### src/rtl/spi_cmd_pkg.sv
// Shared constants and types for the SPI command engine.
// Assumes 32-bit registers and a word index taken from address bits 3:2.
package spi_cmd_pkg;
    localparam int REG_W     = 32;
    localparam int WORD_CTL  = 0;
    localparam int WORD_OPA  = 1;
    localparam int WORD_DAT  = 2;
    localparam int START_BIT = 8;
    localparam int BUSY_BIT  = 16;

    typedef enum logic [1:0] {
        SEQ_IDLE  = 2'd0,
        SEQ_SHIFT = 2'd1,
        SEQ_TAIL  = 2'd2
    } seq_state_t;

    typedef struct packed {
        logic [1:0] clk_sel;
        logic [1:0] size;
        logic [3:0] rx_cnt;
        logic [3:0] tx_cnt;
    } ctl_t;
endpackage

### src/rtl/spi_cmd_clkdiv.sv
// Half-period tick generator for SCK. While run is high it pulses tick once
// every 2^sel cycles, and its count restarts from zero whenever run is low.
// Assumes sel stays stable while run is high.
module spi_cmd_clkdiv #(
    parameter int SEL_W = 2
) (
    input  logic             clk,
    input  logic             rst_n,
    input  logic             run,
    input  logic [SEL_W-1:0] sel,
    output logic             tick
);
    localparam int CNT_W = (1 << SEL_W) - 1;
    localparam logic [CNT_W-1:0] ALL_ONES = {CNT_W{1'b1}};

    logic [CNT_W-1:0] cnt_q;
    logic [CNT_W-1:0] limit;

    // Limit is 2^sel - 1, built as sel low-order ones.
    always_comb limit = ALL_ONES >> (CNT_W - int'(sel));

    assign tick = run && (cnt_q == limit);

    // Count system clocks inside the current half period.
    always_ff @(posedge clk) begin
        if (!rst_n || !run || tick) cnt_q <= '0;
        else                        cnt_q <= cnt_q + 1'b1;
    end
endmodule

### src/rtl/spi_cmd_regs.sv
// Register file: control, command/address and data words.
// Assumes rx_we is asserted only while busy, so it never meets a bus write.
// Raises start for one cycle when an idle control write requests a transfer.
module spi_cmd_regs
    import spi_cmd_pkg::*;
#(
    parameter int ADDR_W = 4
) (
    input  logic              clk,
    input  logic              rst_n,
    input  logic              wr_en,
    input  logic [ADDR_W-1:0] reg_addr,
    input  logic [REG_W-1:0]  wr_data,
    output logic [REG_W-1:0]  rd_data,
    input  logic              busy,
    output logic              start,
    output ctl_t              ctl_q,
    output logic [REG_W-1:0]  opa_q,
    output logic [REG_W-1:0]  dat_q,
    input  logic              rx_we,
    input  logic [1:0]        rx_idx,
    input  logic [7:0]        rx_byte
);
    localparam int WORD_W = ADDR_W - 2;

    logic [WORD_W-1:0] word;
    logic              bus_wr;

    assign word   = reg_addr[ADDR_W-1:2];
    assign bus_wr = wr_en && !busy;
    assign start  = bus_wr && (word == WORD_W'(WORD_CTL)) && wr_data[START_BIT]
                    && (wr_data[7:0] != 8'd0);

    // Hold register contents; bus writes while idle, receive bytes while busy.
    always_ff @(posedge clk) begin
        if (!rst_n) begin
            ctl_q <= '0;
            opa_q <= '0;
            dat_q <= '0;
        end else if (bus_wr) begin
            case (word)
                WORD_W'(WORD_CTL): begin
                    ctl_q.tx_cnt  <= wr_data[3:0];
                    ctl_q.rx_cnt  <= wr_data[7:4];
                    ctl_q.size    <= wr_data[18:17];
                    ctl_q.clk_sel <= wr_data[25:24];
                end
                WORD_W'(WORD_OPA): opa_q <= wr_data;
                WORD_W'(WORD_DAT): dat_q <= wr_data;
                default: ;
            endcase
        end else if (rx_we) begin
            dat_q[{rx_idx, 3'b000} +: 8] <= rx_byte;
        end
    end

    // Read mux; start always reads zero, busy is live.
    always_comb begin
        rd_data = '0;
        case (word)
            WORD_W'(WORD_CTL): begin
                rd_data[3:0]     = ctl_q.tx_cnt;
                rd_data[7:4]     = ctl_q.rx_cnt;
                rd_data[BUSY_BIT] = busy;
                rd_data[18:17]   = ctl_q.size;
                rd_data[25:24]   = ctl_q.clk_sel;
            end
            WORD_W'(WORD_OPA): rd_data = opa_q;
            WORD_W'(WORD_DAT): rd_data = dat_q;
            default: rd_data = '0;
        endcase
    end
endmodule

### src/rtl/spi_cmd_seq.sv
// Byte sequencer and mode-0 shifter. It sends the clamped transmit bytes and
// then collects the receive bytes, finishing with one idle SCK period before
// chip select is released. Assumes MAX_TX <= 8, MAX_RX <= 4, and that the
// counts and words stay stable while busy.
module spi_cmd_seq
    import spi_cmd_pkg::*;
#(
    parameter int MAX_TX = 8,
    parameter int MAX_RX = 4
) (
    input  logic             clk,
    input  logic             rst_n,
    input  logic             start,
    input  logic [3:0]       tx_cnt,
    input  logic [3:0]       rx_cnt,
    input  logic [REG_W-1:0] opa,
    input  logic [REG_W-1:0] dat,
    input  logic             tick,
    input  logic             miso,
    output logic             busy,
    output logic             sck,
    output logic             mosi,
    output logic             cs_n,
    output logic             rx_we,
    output logic [1:0]       rx_idx,
    output logic [7:0]       rx_byte
);
    localparam int BIT_W = $clog2(8 * (MAX_TX + MAX_RX) + 1);
    localparam int IDX_W = BIT_W - 3;

    seq_state_t       state_q;
    logic             phase_q;
    logic             tail_half_q;
    logic [BIT_W-1:0] bit_q;
    logic [6:0]       rx_sr_q;

    logic [3:0]       eff_tx, eff_rx;
    logic [BIT_W-1:0] total_bits;
    logic [IDX_W-1:0] byte_idx;
    logic [2:0]       bit_in_byte;
    logic             in_tx, last_bit;
    logic [7:0]       tx_byte;
    logic [1:0]       dsel;

    // Clamp the programmed counts to the supported maxima.
    always_comb begin
        eff_tx = (tx_cnt > 4'(MAX_TX)) ? 4'(MAX_TX) : tx_cnt;
        eff_rx = (rx_cnt > 4'(MAX_RX)) ? 4'(MAX_RX) : rx_cnt;
    end

    assign total_bits  = BIT_W'((32'(eff_tx) + 32'(eff_rx)) * 8);
    assign byte_idx    = bit_q[BIT_W-1:3];
    assign bit_in_byte = bit_q[2:0];
    assign in_tx       = 4'(byte_idx) < eff_tx;
    assign last_bit    = (bit_q == total_bits - 1'b1);
    assign dsel        = 2'(4'(byte_idx) - 4'd4);

    // Pick the outgoing byte: command, address high to low, then data low first.
    always_comb begin
        case (4'(byte_idx))
            4'd0:    tx_byte = opa[7:0];
            4'd1:    tx_byte = opa[31:24];
            4'd2:    tx_byte = opa[23:16];
            4'd3:    tx_byte = opa[15:8];
            default: tx_byte = dat[{dsel, 3'b000} +: 8];
        endcase
    end

    assign busy    = (state_q != SEQ_IDLE);
    assign sck     = phase_q;
    assign mosi    = (state_q == SEQ_SHIFT) && in_tx && tx_byte[3'd7 - bit_in_byte];
    assign rx_we   = (state_q == SEQ_SHIFT) && tick && !phase_q && !in_tx
                     && (bit_in_byte == 3'd7);
    assign rx_idx  = 2'(4'(byte_idx) - eff_tx);
    assign rx_byte = {rx_sr_q, miso};

    // Advance through bit phases, the trailing period, and frame control.
    always_ff @(posedge clk) begin
        if (!rst_n) begin
            state_q     <= SEQ_IDLE;
            phase_q     <= 1'b0;
            tail_half_q <= 1'b0;
            bit_q       <= '0;
            rx_sr_q     <= '0;
            cs_n        <= 1'b1;
        end else begin
            case (state_q)
                SEQ_IDLE: if (start) begin
                    state_q <= SEQ_SHIFT;
                    bit_q   <= '0;
                    phase_q <= 1'b0;
                    cs_n    <= 1'b0;
                end
                SEQ_SHIFT: if (tick) begin
                    if (!phase_q) begin
                        phase_q <= 1'b1;
                        if (!in_tx) rx_sr_q <= {rx_sr_q[5:0], miso};
                    end else begin
                        phase_q <= 1'b0;
                        if (last_bit) begin
                            state_q     <= SEQ_TAIL;
                            tail_half_q <= 1'b0;
                        end else begin
                            bit_q <= bit_q + 1'b1;
                        end
                    end
                end
                SEQ_TAIL: if (tick) begin
                    if (!tail_half_q) tail_half_q <= 1'b1;
                    else begin
                        state_q <= SEQ_IDLE;
                        cs_n    <= 1'b1;
                    end
                end
                default: state_q <= SEQ_IDLE;
            endcase
        end
    end
endmodule

### src/rtl/spi_cmd_engine.sv
// Top of the SPI command engine: register file, SCK divider and sequencer.
// Assumes a single-cycle write strobe and combinational reads.
module spi_cmd_engine
    import spi_cmd_pkg::*;
#(
    parameter int ADDR_W = 4,
    parameter int MAX_TX = 8,
    parameter int MAX_RX = 4,
    parameter int SEL_W  = 2
) (
    input  logic              clk,
    input  logic              rst_n,
    input  logic              wr_en,
    input  logic [ADDR_W-1:0] reg_addr,
    input  logic [31:0]       wr_data,
    output logic [31:0]       rd_data,
    output logic              spi_sck,
    output logic              spi_mosi,
    input  logic              spi_miso,
    output logic              spi_cs_n
);
    logic             busy, start, tick, rx_we;
    logic [1:0]       rx_idx;
    logic [7:0]       rx_byte;
    ctl_t             ctl_q;
    logic [REG_W-1:0] opa_q, dat_q;

    spi_cmd_regs #(.ADDR_W(ADDR_W)) u_regs (
        .clk(clk), .rst_n(rst_n), .wr_en(wr_en), .reg_addr(reg_addr),
        .wr_data(wr_data), .rd_data(rd_data), .busy(busy), .start(start),
        .ctl_q(ctl_q), .opa_q(opa_q), .dat_q(dat_q),
        .rx_we(rx_we), .rx_idx(rx_idx), .rx_byte(rx_byte)
    );

    spi_cmd_clkdiv #(.SEL_W(SEL_W)) u_div (
        .clk(clk), .rst_n(rst_n), .run(busy),
        .sel(SEL_W'(ctl_q.clk_sel)), .tick(tick)
    );

    spi_cmd_seq #(.MAX_TX(MAX_TX), .MAX_RX(MAX_RX)) u_seq (
        .clk(clk), .rst_n(rst_n), .start(start),
        .tx_cnt(ctl_q.tx_cnt), .rx_cnt(ctl_q.rx_cnt),
        .opa(opa_q), .dat(dat_q), .tick(tick), .miso(spi_miso),
        .busy(busy), .sck(spi_sck), .mosi(spi_mosi), .cs_n(spi_cs_n),
        .rx_we(rx_we), .rx_idx(rx_idx), .rx_byte(rx_byte)
    );
endmodule

### config.mk
export PLATFORM = sky130hd
export DESIGN_NAME = spi_cmd_engine
export DESIGN_NICKNAME = d
export VERILOG_FILES = /design/src/rtl/spi_cmd_pkg.sv /design/src/rtl/spi_cmd_clkdiv.sv /design/src/rtl/spi_cmd_regs.sv /design/src/rtl/spi_cmd_seq.sv /design/src/rtl/spi_cmd_engine.sv
export SDC_FILE = /design/constraint.sdc
export NUM_CORES = 1
export LEC_CHECK = 0
export BUFFER_PORTS_ARGS = -buffer_cell sky130_fd_sc_hd__buf_4
export CORE_MARGIN = 5
export CORE_UTILIZATION = 43
export CTS_BUF_LIST = sky130_fd_sc_hd__clkbuf_16
export DETAILED_ROUTE_END_ITERATION = 12
export PLACE_DENSITY_LB_ADDON = 0.2
export SKIP_CTS_REPAIR_TIMING = 1
export SLEW_MARGIN = 20
export SYNTH_ARGS = -nofsm -noshare
export SYNTH_HDL_FRONTEND = slang
export SYNTH_SLANG_ARGS = --single-unit
### constraint.sdc
create_clock -name clk -period 5.4 [get_ports clk]
set_clock_uncertainty 0.15 [all_clocks]
set_input_delay 0.54 -clock clk [delete_from_list [all_inputs] [get_ports clk]]
set_output_delay 0.54 -clock clk [all_outputs]
set_load 0.05 [all_outputs]
Word-level counts from Yosys, hierarchy flattened
Cells that the tools add are included.

Add/subtract/negate cells: 9. $mul: 0. Div/mod/pow operators: 0. Order comparisons: 4. Equal/unequal tests: 18. Shifts and indexed selects: 4. Mux-type cells: 39. Bitwise logic cells: 2. Reductions and logical operators: 35.

Operator list (count): $mux W32 (3); $bwmux W32 (1); $pmux W8 S4 (1); $shift A8 B7 Y32 const A (1); $shiftx A32 B6 Y8 (1); $shiftx A8 B7 Y32 (1); $shr A3 B32 Y3 const A (1); $mux W7 (4); $pmux W8 S3 (1); $pmux W8 S2 (1); $pmux W7 S2 (1); $mux W2 (6); $pmux W2 S3 (2); $pmux W6 S2 (1); $logic_and A1 B1 Y1 (11); $mux W1 (10); $ne A2 B2 Y1 const B (5); $pmux W5 S2 (1); $reduce_and A5 Y1 (2); $reduce_bool A2 Y1 (5); $pmux W3 S3 (1); $eq A4 B2 Y1 const B (2); $mux W4 (2); $reduce_and A4 Y1 (2); other kinds (31) (45).

Register bits: 98. Bits in latches: 0. Memory bits (writable): 0. Memory bits (read-only): 0. Bits of input ports: 40. Output and inout port bits: 35. Logic and storage cells: 124. Memories: 0.

Longest topological paths before layout
Gate-level depths: netlist of the first run.

Depth in word-level cells: 10. Gate-level depth with buffers: 14. Gate-level depth less buffers: 12.

By module
A second synthesis of the first run with hierarchy kept.

Cells, all modules: 700. Area, all modules: 6132.1 µm².

By module, submodules not included: spi_cmd_regs (instances 1, cells each 484, area each 4107.7 µm², sequential area each 1521.5 µm²); spi_cmd_seq (instances 1, cells each 200, area each 1855.5 µm², sequential area each 380.4 µm²); spi_cmd_clkdiv (instances 1, cells each 16, area each 168.9 µm², sequential area each 60.1 µm²).

Least setup slack after synthesis of the first run
Ideal clock, no wire load.

Kind: reg2reg. Start point: register u_seq.bit_q[3]. End point: register u_regs.dat_q[16]. Library setup time: 69 ps. Arrival time: 2725 ps. Required time: 5181 ps. Slack: 2456 ps. Stages on the path, launching flop included: 14. Path buffers: 3. Period minus slack after synthesis: 2944 ps. Cells stage by stage: dfxtp_1 > buf_2 > buf_2 > inv_1 > ha_1 > inv_1 > fa_1 > ha_1 > nor3_1 > and3_1 > clkbuf_1 > a22o_1 > nand2_1 > o21ai_1.

Cells in the longest elaborated chain, start to end: 6. Elaborated cells between the ends (all ways): 13. Those cells by class: add/sub (2); order compare (1); shift (2); mux (3); reduce/logical (5).

Ends and longest elaborated chain: start, declared (RTL line spi_cmd_seq.sv:34) `logic [BIT_W-1:0] bit_q;`; start signal, assigned (RTL line spi_cmd_seq.sv:104) `bit_q <= bit_q + 1'b1;`; $sub A2 B2 Y2 or $lt A4 B4 Y1 (tied branches) (RTL line spi_cmd_seq.sv:74, spi_cmd_seq.sv:54); $neg A5 Y7 or $logic_not A1 Y1 (tied branches) (RTL line spi_cmd_regs.sv:53, spi_cmd_seq.sv:72); $shiftx A8 B7 Y32, or another cell as far along (RTL line spi_cmd_regs.sv:53) `dat_q[{rx_idx, 3'b000} +: 8] <= rx_byte;`; $bwmux W32 or $logic_and A1 B1 Y1 (tied branches) (RTL line spi_cmd_regs.sv:53, spi_cmd_seq.sv:73); $mux W32 or $reduce_bool A2 Y1 (tied branches); $mux W32 or $reduce_and A2 Y1 (tied branches); end signal, assigned (RTL line spi_cmd_regs.sv:49) `WORD_W'(WORD_DAT): dat_q <= wr_data;`; end signal, assigned by index (RTL line spi_cmd_regs.sv:53); end, declared (RTL line spi_cmd_regs.sv:19) `output logic [REG_W-1:0] dat_q,`.

Several ways; a longest one is shown, not always the timed one. The select of a mux whose other input is x is not followed. A chain may end at the register's enable or synchronous reset.

Worst setup path in the final report of the first run
Start point: register u_seq.bit_q[4]. End point: output port spi_mosi.

Cells in the longest elaborated chain, start to end: 6. Elaborated cells between the ends (all ways): 12. Those cells by class: add/sub (1); order compare (1); eq/ne (3); shift (1); mux (3); reduce/logical (3).

Ends and longest elaborated chain: $sub A2 B1 Y2 (RTL line spi_cmd_seq.sv:56) `assign dsel = 2'(4'(byte_idx) - 4'd4);`; $shiftx A32 B6 Y8 (RTL line spi_cmd_seq.sv:65) `default: tx_byte = dat[{dsel, 3'b000} +: 8];`; $pmux W8 S4 (RTL line spi_cmd_seq.sv:60) `case (4'(byte_idx))`; $bmux W1 S3 (RTL line spi_cmd_seq.sv:71) `assign mosi = (state_q == SEQ_SHIFT) && in_tx && tx_byte[3'd7 - bit_in_byte];`; $mux W1 (implied by the code) (RTL line spi_cmd_seq.sv:71); $logic_and A1 B1 Y1 * (RTL line spi_cmd_seq.sv:71); end, declared (RTL line spi_cmd_engine.sv:18) `output logic spi_mosi,`.

Every way passes the cells marked *; elsewhere a longest branch is shown, timed or not. The select of a mux whose other input is x is not followed.

==> results of run 1 <==
==> synthesized netlist by cell type, types with 3 or more instances <==
library cell | count | share of area [%]
and2_1 | 7 | 0.77
and3_1 | 5 | 0.55
a21oi_1 | 10 | 0.88
nor3_1 | 4 | 0.35
a21boi_0 | 45 | 5.9
dfxtp_1 | 98 | 34
o21ai_0 | 15 | 1.3
inv_1 | 15 | 0.99
nor2b_1 | 32 | 3.5
ha_1 | 18 | 3.9
o211a_1 | 9 | 1.6
a22o_1 | 26 | 4.0
a222oi_1 | 12 | 2.1
buf_1 | 5 | 0.33
nand4_1 | 4 | 0.44
clkbuf_1 | 32 | 2.1
nand2_1 | 140 | 9.2
a22oi_1 | 29 | 3.8
nor2_1 | 22 | 1.4
mux2i_1 | 8 | 1.4
nand3_1 | 29 | 2.5
mux4_2 | 16 | 6.3
buf_2 | 10 | 0.88
or3_1 | 3 | 0.33
xnor2_1 | 7 | 1.1
o21ai_1 | 17 | 1.5
==> state kept, by name, summed over array words and instances, names as in the netlist, 2 cells and up <==
register       count
u_regs.dat_q      32
u_div.cnt_q        3
u_regs.opa_q      32
u_seq.rx_sr_q      7
u_regs.ctl_q      12
u_seq.state_q      2
u_seq.bit_q        7
==> layout make-up <==
cell class | count | area (um^2)
repair buffers | 80 | 600.6
fillers | 1304 | 6541
flip-flops and latches | 98 | 1962
clock inverters | 7 | 60.06
multi-input cells | 500 | 3472
clock buffers | 9 | 225.2
well taps | 176 | 220.2
inverters | 15 | 56.30
==> cells by family (layout without fill, tap and decap cells) <==
logic type / Yosys count / count (layout) / synth area share, %
AO/OA/AOI/OAI: 184 / 184 / 24.96
XOR/XNOR: 9 / 9 / 1.623
adder cells (fa/ha/maj): 20 / 20 / 4.650
buffers and inverters: 66 / 111 / 4.957
flip-flops: 98 / 98 / 34.39
multiplexers: 26 / 26 / 8.116
AND/OR/NAND/NOR: 261 / 261 / 21.30
==> routing by layer <==
metal  GRT usage (%)  wire (um)  share of wire [%]  vias to the layer above
met5               0          0                  0                        -
met4           9.247        614                3.4                        0
met3           4.606       1221                6.7                       37
met2           38.47       8938                 49                      217
met1           28.84       7376                 41                     2565
li1                -          -                  -                     2484
==> through the flow <==
step	total power, mW	utilization (%)	area, um^2	setup WS (ps)
3_5_place_dp	1.003	48.04	6311	1684
6_report	1.626	50.21	6596	1639
4_1_cts	1.635	50.21	6596	1625
3_3_place_gp	0.9964	47.98	6304	1744
5_1_grt	1.681	50.21	6596	1470
2_1_floorplan	0.9214	-	5704	2456
==> worst paths after layout <==
kind	cells after the start	end	from
max reg2reg	11	u_regs.dat_q[25]	u_seq.bit_q[3]
min	3	u_regs.opa_q[30]	wr_data[30]
min reg2reg	2	u_regs.ctl_q[8]	u_regs.ctl_q[8]
max	8	spi_mosi	u_seq.bit_q[4]
==> power groups by stage <==
stage	Clock, mW	Combinational [mW]	Sequential, mW
final	0.638	0.227	0.762
after detailed placement	0	0.225	0.777
after floorplan	0	0.148	0.774
after global placement	0	0.220	0.777
after global routing	0.672	0.245	0.763
after CTS	0.648	0.226	0.761
==> tightest hold or removal path, stage by stage <==
cell	delay [ps]
buf_4	110
nand2_1	40
a21boi_0	60
==> results.cfg, run 1 <==
[timing]
max-slew-margin-rel_pct = 28.12
final_hold_viol_count = 0
finalMaxSlewViolations = 0
setup_tns_ps = 0
tightest_slew_ps = 1078
post-route-period-util_pct = 69.64
timing.fmax_mhz = 265.9
setup_viol = 0
min_period_ps = 3761
hold_slack_ps = 298.3
rsz0062_at_grt = no

[synth]
synth_warnings = 0
synth_edf_count = 0
yosysSeqAreaShare_pct = 34.39
syn-num-nets = 724
synthArstFlopShare_pct = 0
ys.flop_type = dfxtp_1
ys_types = 61
synth-seq-cells = 98
synth_area_um2 = 5704
synthCells = 664
syn_area_per_cell_um2 = 8.591

[worst_setup_path]
crit_top_cell = buf_4
critical_path.top_delay_family = flip-flops
cp.arrival_ps = 3070
start_kind = flop
ff2ff_setup_slack_ps = 1910
cp-end-kind = output port
worst-setup-path-type = reg2out
cp_cell_sequence = buf_4 > mux4_2 > and2_1 > a211oi_1 > a211o_1 > a21oi_1 > o211a_1 > buf_4
cp_slowest_cell = dfxtp_1
cp.required_ps = 4710
critPathMaxStageDelay_ps = 780
cp_max_fo = 14
critPathBufInv = 2

[pwr]
internal_power_mw = 1.187
sw_frac_of_total_pct = 27.01
p_seq_share_pct = 46.8
p_comb_share_pct = 14.0
ir_drop_mv = 0.1814
leakagePower_nw = 2.493
p_sw_uw = 439.3
p_clk_share_pct = 39.2
power_density_nw_per_um2 = 246.6

[clock_network]
clkSlewWorstSetupHoldPaths_ps = 60
h-tree-depth = 3
cts_buffer_depth = 2
cts.sinks = 98
cts_tree = yes
clk_latency_ps = 360
numCtsBuffers = 9
clock-root-buffer = clkbuf_16

[die]
fp.coreArea_um2 = 13140
rows = 42
die_x_um = 125.2
die_y_um = 125.2
start_util_pct = 43.42
top_level_ports = 75
die_area_um2 = 15670

[hold_path]
hold_path.class = in2reg

[grt]
grt_antenna_before_repair = 0
gr-total-overflow = 0
grt_pass1_wl_mm = 28.43
grt_usage_pct = 22.88
grt_pass1_vias = 5119
grt_start_max_net_pins = 118

[outcome]
outcome = finished clean

[finish]
final_cell_mix = nand2_1 (140), dfxtp_1 (98), buf_4 (80)
insertedDiodeCount = 0
layout.nets = 764
final_common_cell = nand2_1
final_layout_size_suffix_gt1_share_pct = 17.35
layoutNonFillerInstCount = 885
syn2layout_area_growth_pct = 15.64

[routing]
wire_per_inst_um = 20.51
ant_nets = 0
drt-initial-drc-count = 552
drt_wl_total_mm = 18.15
dr.pass1.iters = 8
drc = 0
viasPerCell = 5.992
vias = 5303

[job]
max_cap_violations = 0

[placement]
dpl.cell_count = 869
port_buffers = 72
hpwl_mm = 12.89
gp_congestion = 0.8630
Power figures use the tool's default switching activity.
==> run 2: changes to the inputs <==
==> constraint.sdc (replaced) <==
create_clock -name clk -period 3.92 [get_ports clk]
set_clock_uncertainty 0.15 [all_clocks]
set_input_delay 0.392 -clock clk [delete_from_list [all_inputs] [get_ports clk]]
set_output_delay 0.392 -clock clk [all_outputs]
set_load 0.05 [all_outputs]
==> run 2 against run 1 <==
Compared with the run above:
- die area did not move
- clock-buffer cell count did not move
- non-clock buffer count rose by 5
- sequential share of layout area fell by 0.068 points
- core utilization rose by 0.11 points
- design area rose by 0.23%
- total power rose by 35%
- sequential cell count did not move
- critical path type unchanged
- highest routed layer unchanged
==> results.cfg, run 2 (synthesized netlist as in run 1, its figures left out) <==
[routing]
dr.pass1.iters = 7
top_layer = met4
drt_wl_total_mm = 18.46
drc = 0
wl_met2_mm = 8.909
drt-initial-drc-count = 649
drt-met1-wl_mm = 7.722
vias = 5279
ant_nets = 0
wire_per_inst_um = 20.74
viasPerCell = 5.931
wl_met3_mm = 1.294

[hold_path]
min_from = wr_data[28]
hold_path.class = in2reg

[timing]
post-route-period-util_pct = 88.26
tightest_slew_ps = 824.3
min_period_ps = 3460
final_hold_viol_count = 0
rsz0062_at_grt = no
hold_slack_ps = 148.5
timing.fmax_mhz = 289.0
max-slew-margin-rel_pct = 45.04
setup_tns_ps = 0
setup_viol = 0
finalWorstSetupSlack_ps = 460.1
finalMaxSlewViolations = 0

[grt]
gr-total-overflow = 0
grt_pass1_wl_mm = 28.59
grt_start_max_net_pins = 63
grt_usage_pct = 23.27
grt_antenna_before_repair = 0
grt_pass1_vias = 4994

[pwr]
ir_drop_mv = 0.2591
leakagePower_nw = 2.508
internal_power_mw = 1.573
finalPower_mw = 2.190
power_density_nw_per_um2 = 331.3
p_comb_share_pct = 14.3
p_seq_share_pct = 48.0
p_sw_uw = 617.5
p_clk_share_pct = 37.7
sw_frac_of_total_pct = 28.19

[finish]
final_layout_size_suffix_gt1_share_pct = 17.93
layoutNonFillerInstCount = 890
fin_util_pct = 50.32
layout.nets = 769
syn2layout_area_growth_pct = 15.90
fin_area_um2 = 6611
final_common_cell = nand2_1
final_cell_mix = nand2_1 (140), dfxtp_1 (98), buf_4 (85)
top_regs = u_regs.dat_q: 32 flops, u_regs.opa_q: 32 flops, u_regs.ctl_q: 12 flops
insertedDiodeCount = 0

[worst_setup_path]
cp_slowest_cell = dfxtp_1
start_kind = flop
worst-setup-path-type = reg2out
cp.arrival_ps = 2920
cp-end-kind = output port
cp_max_fo = 14
cp_cell_sequence = buf_4 > mux4_2 > mux2i_1 > a211o_1 > a21oi_1 > o211a_1 > buf_4
critPathMaxStageDelay_ps = 800
crit_top_cell = buf_4
timing.rr.start = u_regs.ctl_q[7]
ff2ff_setup_slack_ps = 560
cp.required_ps = 3380
setup.worst_path.start = u_seq.bit_q[4]

[placement]
gp_congestion = 0.9134
dpl.cell_count = 874
placed_area_um2 = 6341
hpwl_mm = 13.34
pre_cts_ws_ps = 556.0
port_buffers = 72

[die]
die_area_um2 = 15670
die_x_um = 125.2
die_y_um = 125.2
start_util_pct = 43.42
fp.coreArea_um2 = 13140
top_level_ports = 75
rows = 42

[clock_network]
cts.sinks = 98
h-tree-depth = 3
clk_latency_ps = 360
cts_tree = yes
cts_buffer_depth = 2
numCtsBuffers = 9
clkSlewWorstSetupHoldPaths_ps = 70
clock-root-buffer = clkbuf_16

[outcome]
outcome = finished clean

[job]
max_cap_violations = 0
==> run 2: area by class of cell <==
cell class	instances	area (um^2)
multi-input cells	500	3472
fillers	1300	6526
well taps	176	220.2
flip-flops and latches	98	1962
clock buffers	9	225.2
clock inverters	7	37.54
repair buffers	85	638.1
inverters	15	56.30
==> run 2: final timing paths <==
check | endpoint | depth (start not counted)
setup / recovery | spi_mosi | 7
hold / removal | u_regs.opa_q[28] | 3
setup reg to reg | u_seq.bit_q[0] | 11
hold reg to reg | u_regs.dat_q[22] | 2
==> run 2: worst max-delay path: cells and delay by family (launching register included) <==
family,cells,cell delay (ps)
compound gates,3,500
buf+inv,2,540
flops,1,800
mux,2,720
==> run 2: power by group through the flow <==
stage	clock network, mW	logic, mW	registers (mW)
floorplan	0	0.204	1.07
global placement	0	0.304	1.07
detailed placement	0	0.310	1.07
CTS	0.834	0.311	1.05
global route	0.874	0.337	1.05
finish	0.826	0.313	1.05
==> run 2: metal layers <==
layer | global-route usage [%] | up-vias
li1 | - | 2490
met1 | 30.91 | 2536
met2 | 37.96 | 220
met3 | 5.117 | 33
met4 | 7.334 | 0
met5 | 0 | -
==> run 3: changes to the inputs <==
--- a/config.mk
+++ b/config.mk
@@ -7,7 +7,7 @@
 export LEC_CHECK = 0
 export BUFFER_PORTS_ARGS = -buffer_cell sky130_fd_sc_hd__buf_4
 export CORE_MARGIN = 5
-export CORE_UTILIZATION = 43
+export CORE_UTILIZATION = 58
 export CTS_BUF_LIST = sky130_fd_sc_hd__clkbuf_16
 export DETAILED_ROUTE_END_ITERATION = 12
 export PLACE_DENSITY_LB_ADDON = 0.2
==> run 3 against run 2 <==
Compared with the run above:
- largest cell class unchanged
- sequential cell count is the same
- routed wire length shrank 5.8%
- sequential share of layout area grew 0.23 points
==> results.cfg, run 3 (synthesized netlist as in run 1, its figures left out) <==
[clock_network]
clock-root-buffer = clkbuf_16
clk_latency_ps = 350
cts_tree = yes
clkSlewWorstSetupHoldPaths_ps = 70
numCtsBuffers = 9
cts.sinks = 98
h-tree-depth = 3
cts_buffer_depth = 2

[grt]
grt_usage_pct = 30.93
grt_antenna_before_repair = 0
grt_start_max_net_pins = 64
grt_pass1_wl_mm = 28.23
grt_pass1_vias = 5219
gr-total-overflow = 0

[finish]
layout.nets = 769
insertedDiodeCount = 0
syn2layout_area_growth_pct = 15.03
final_layout_size_suffix_gt1_share_pct = 17.93
final_cell_mix = nand2_1 (139), dfxtp_1 (98), buf_4 (85)
top_regs = u_regs.dat_q: 32 flops, u_regs.opa_q: 32 flops, u_regs.ctl_q: 12 flops
layoutNonFillerInstCount = 847
fill_cells = 816
fin_area_um2 = 6561
final_common_cell = nand2_1

[die]
fp.coreArea_um2 = 9684
die_x_um = 109.2
die_area_um2 = 11920
top_level_ports = 75
die_y_um = 109.2
rows = 36
start_util_pct = 58.90

[pwr]
finalPower_mw = 2.174
leakagePower_nw = 2.503
power_density_nw_per_um2 = 331.4
ir_drop_mv = 0.2634

[worst_setup_path]
cp_cell_sequence = mux4_2 > nor2b_1 > a2111oi_0 > nor3_1 > o211a_1 > buf_4
critPathBufInv = 1
start_kind = flop
worst-setup-path-type = reg2out
critPathMaxStageDelay_ps = 830
ff2ff_setup_slack_ps = 560
cp-end-kind = output port
cp.required_ps = 3380
critical_path.top_delay_family = flip-flops
cp_slowest_cell = dfxtp_1
cp.arrival_ps = 2970
cp_max_fo = 13

[timing]
finalMaxSlewViolations = 0
hold_slack_ps = 155.8
final_hold_viol_count = 0
setup_tns_ps = 0
post-route-period-util_pct = 89.71
setup_viol = 0
timing.fmax_mhz = 284.4
rsz0062_at_grt = no
min_period_ps = 3517
tightest_slew_ps = 1079
max-slew-margin-rel_pct = 27.77

[routing]
drc = 0
vias = 5394
dr.pass1.iters = 5
drt_wl_total_mm = 17.38
wire_per_inst_um = 20.52
viasPerCell = 6.368
ant_nets = 0
drt-initial-drc-count = 513

[placement]
dpl.cell_count = 831
port_buffers = 72
gp_congestion = 0.9142
hpwl_mm = 12.62
placed_area_um2 = 6290

[outcome]
outcome = finished clean

[job]
max_cap_violations = 0

[hold_path]
hold_path.class = in2reg
-- run 3: changes by cell type in the layout (fill, tap and decap cells not counted) --
cell and delta:
clkinv_2 -2, clkinv_1 +1, clkinv_4 +1, nand2_2 +1, nand2_1 -1, clkinvlp_4 +1, inv_6 -1
-- run 3: area by class of cell --
cell class / count / area (um^2) / share of cell area (%)
Tap cell: 133 / 166.4 / 2.536
Timing Repair Buffer: 85 / 638.1 / 9.725
Clock inverter: 7 / 38.79 / 0.5912
Clock buffer: 9 / 225.2 / 3.432
Sequential cell: 98 / 1962 / 29.90
Inverter: 15 / 56.30 / 0.8581
Multi-Input combinational cell: 500 / 3475 / 52.96
-- run 3: stage by stage --
stage,setup WS [ps],utilization (%)
6_report,403.4,67.75
5_1_grt,274.4,67.75
4_1_cts,448.7,67.67
3_5_place_dp,498.1,64.95
3_3_place_gp,646.3,64.92
2_1_floorplan,976.0,-
-- run 3: worst paths after layout --
kind | cells after the start | start | endpoint
setup / recovery | 6 | u_seq.bit_q[4] | spi_mosi
hold reg to reg | 2 | u_regs.ctl_q[9] | u_regs.ctl_q[9]
hold / removal | 3 | wr_data[31] | u_regs.opa_q[31]
setup reg to reg | 9 | u_seq.bit_q[4] | u_regs.dat_q[5]
-- run 3: metal layers --
metal / routed length (um) / GRT usage, % / vias up
met5: 0 / 0 / -
met4: 768 / 16.74 / 0
met3: 1383 / 4.026 / 61
met2: 8321 / 50.44 / 300
met1: 6911 / 39.79 / 2546
li1: - / - / 2487
-- run 3: worst min-delay path, stage by stage --
cell and delay (ps):
buf_4 110, nand2_1 40, a21boi_0 60
-- run 3: report_power, final --
part | switching, mW | leakage (nW) | internal (mW)
logic | 0.187 | 1.58 | 0.127
clock network | 0.388 | 0.129 | 0.423
registers | 0.0265 | 0.794 | 1.02
total | 0.602 | 2.50 | 1.57
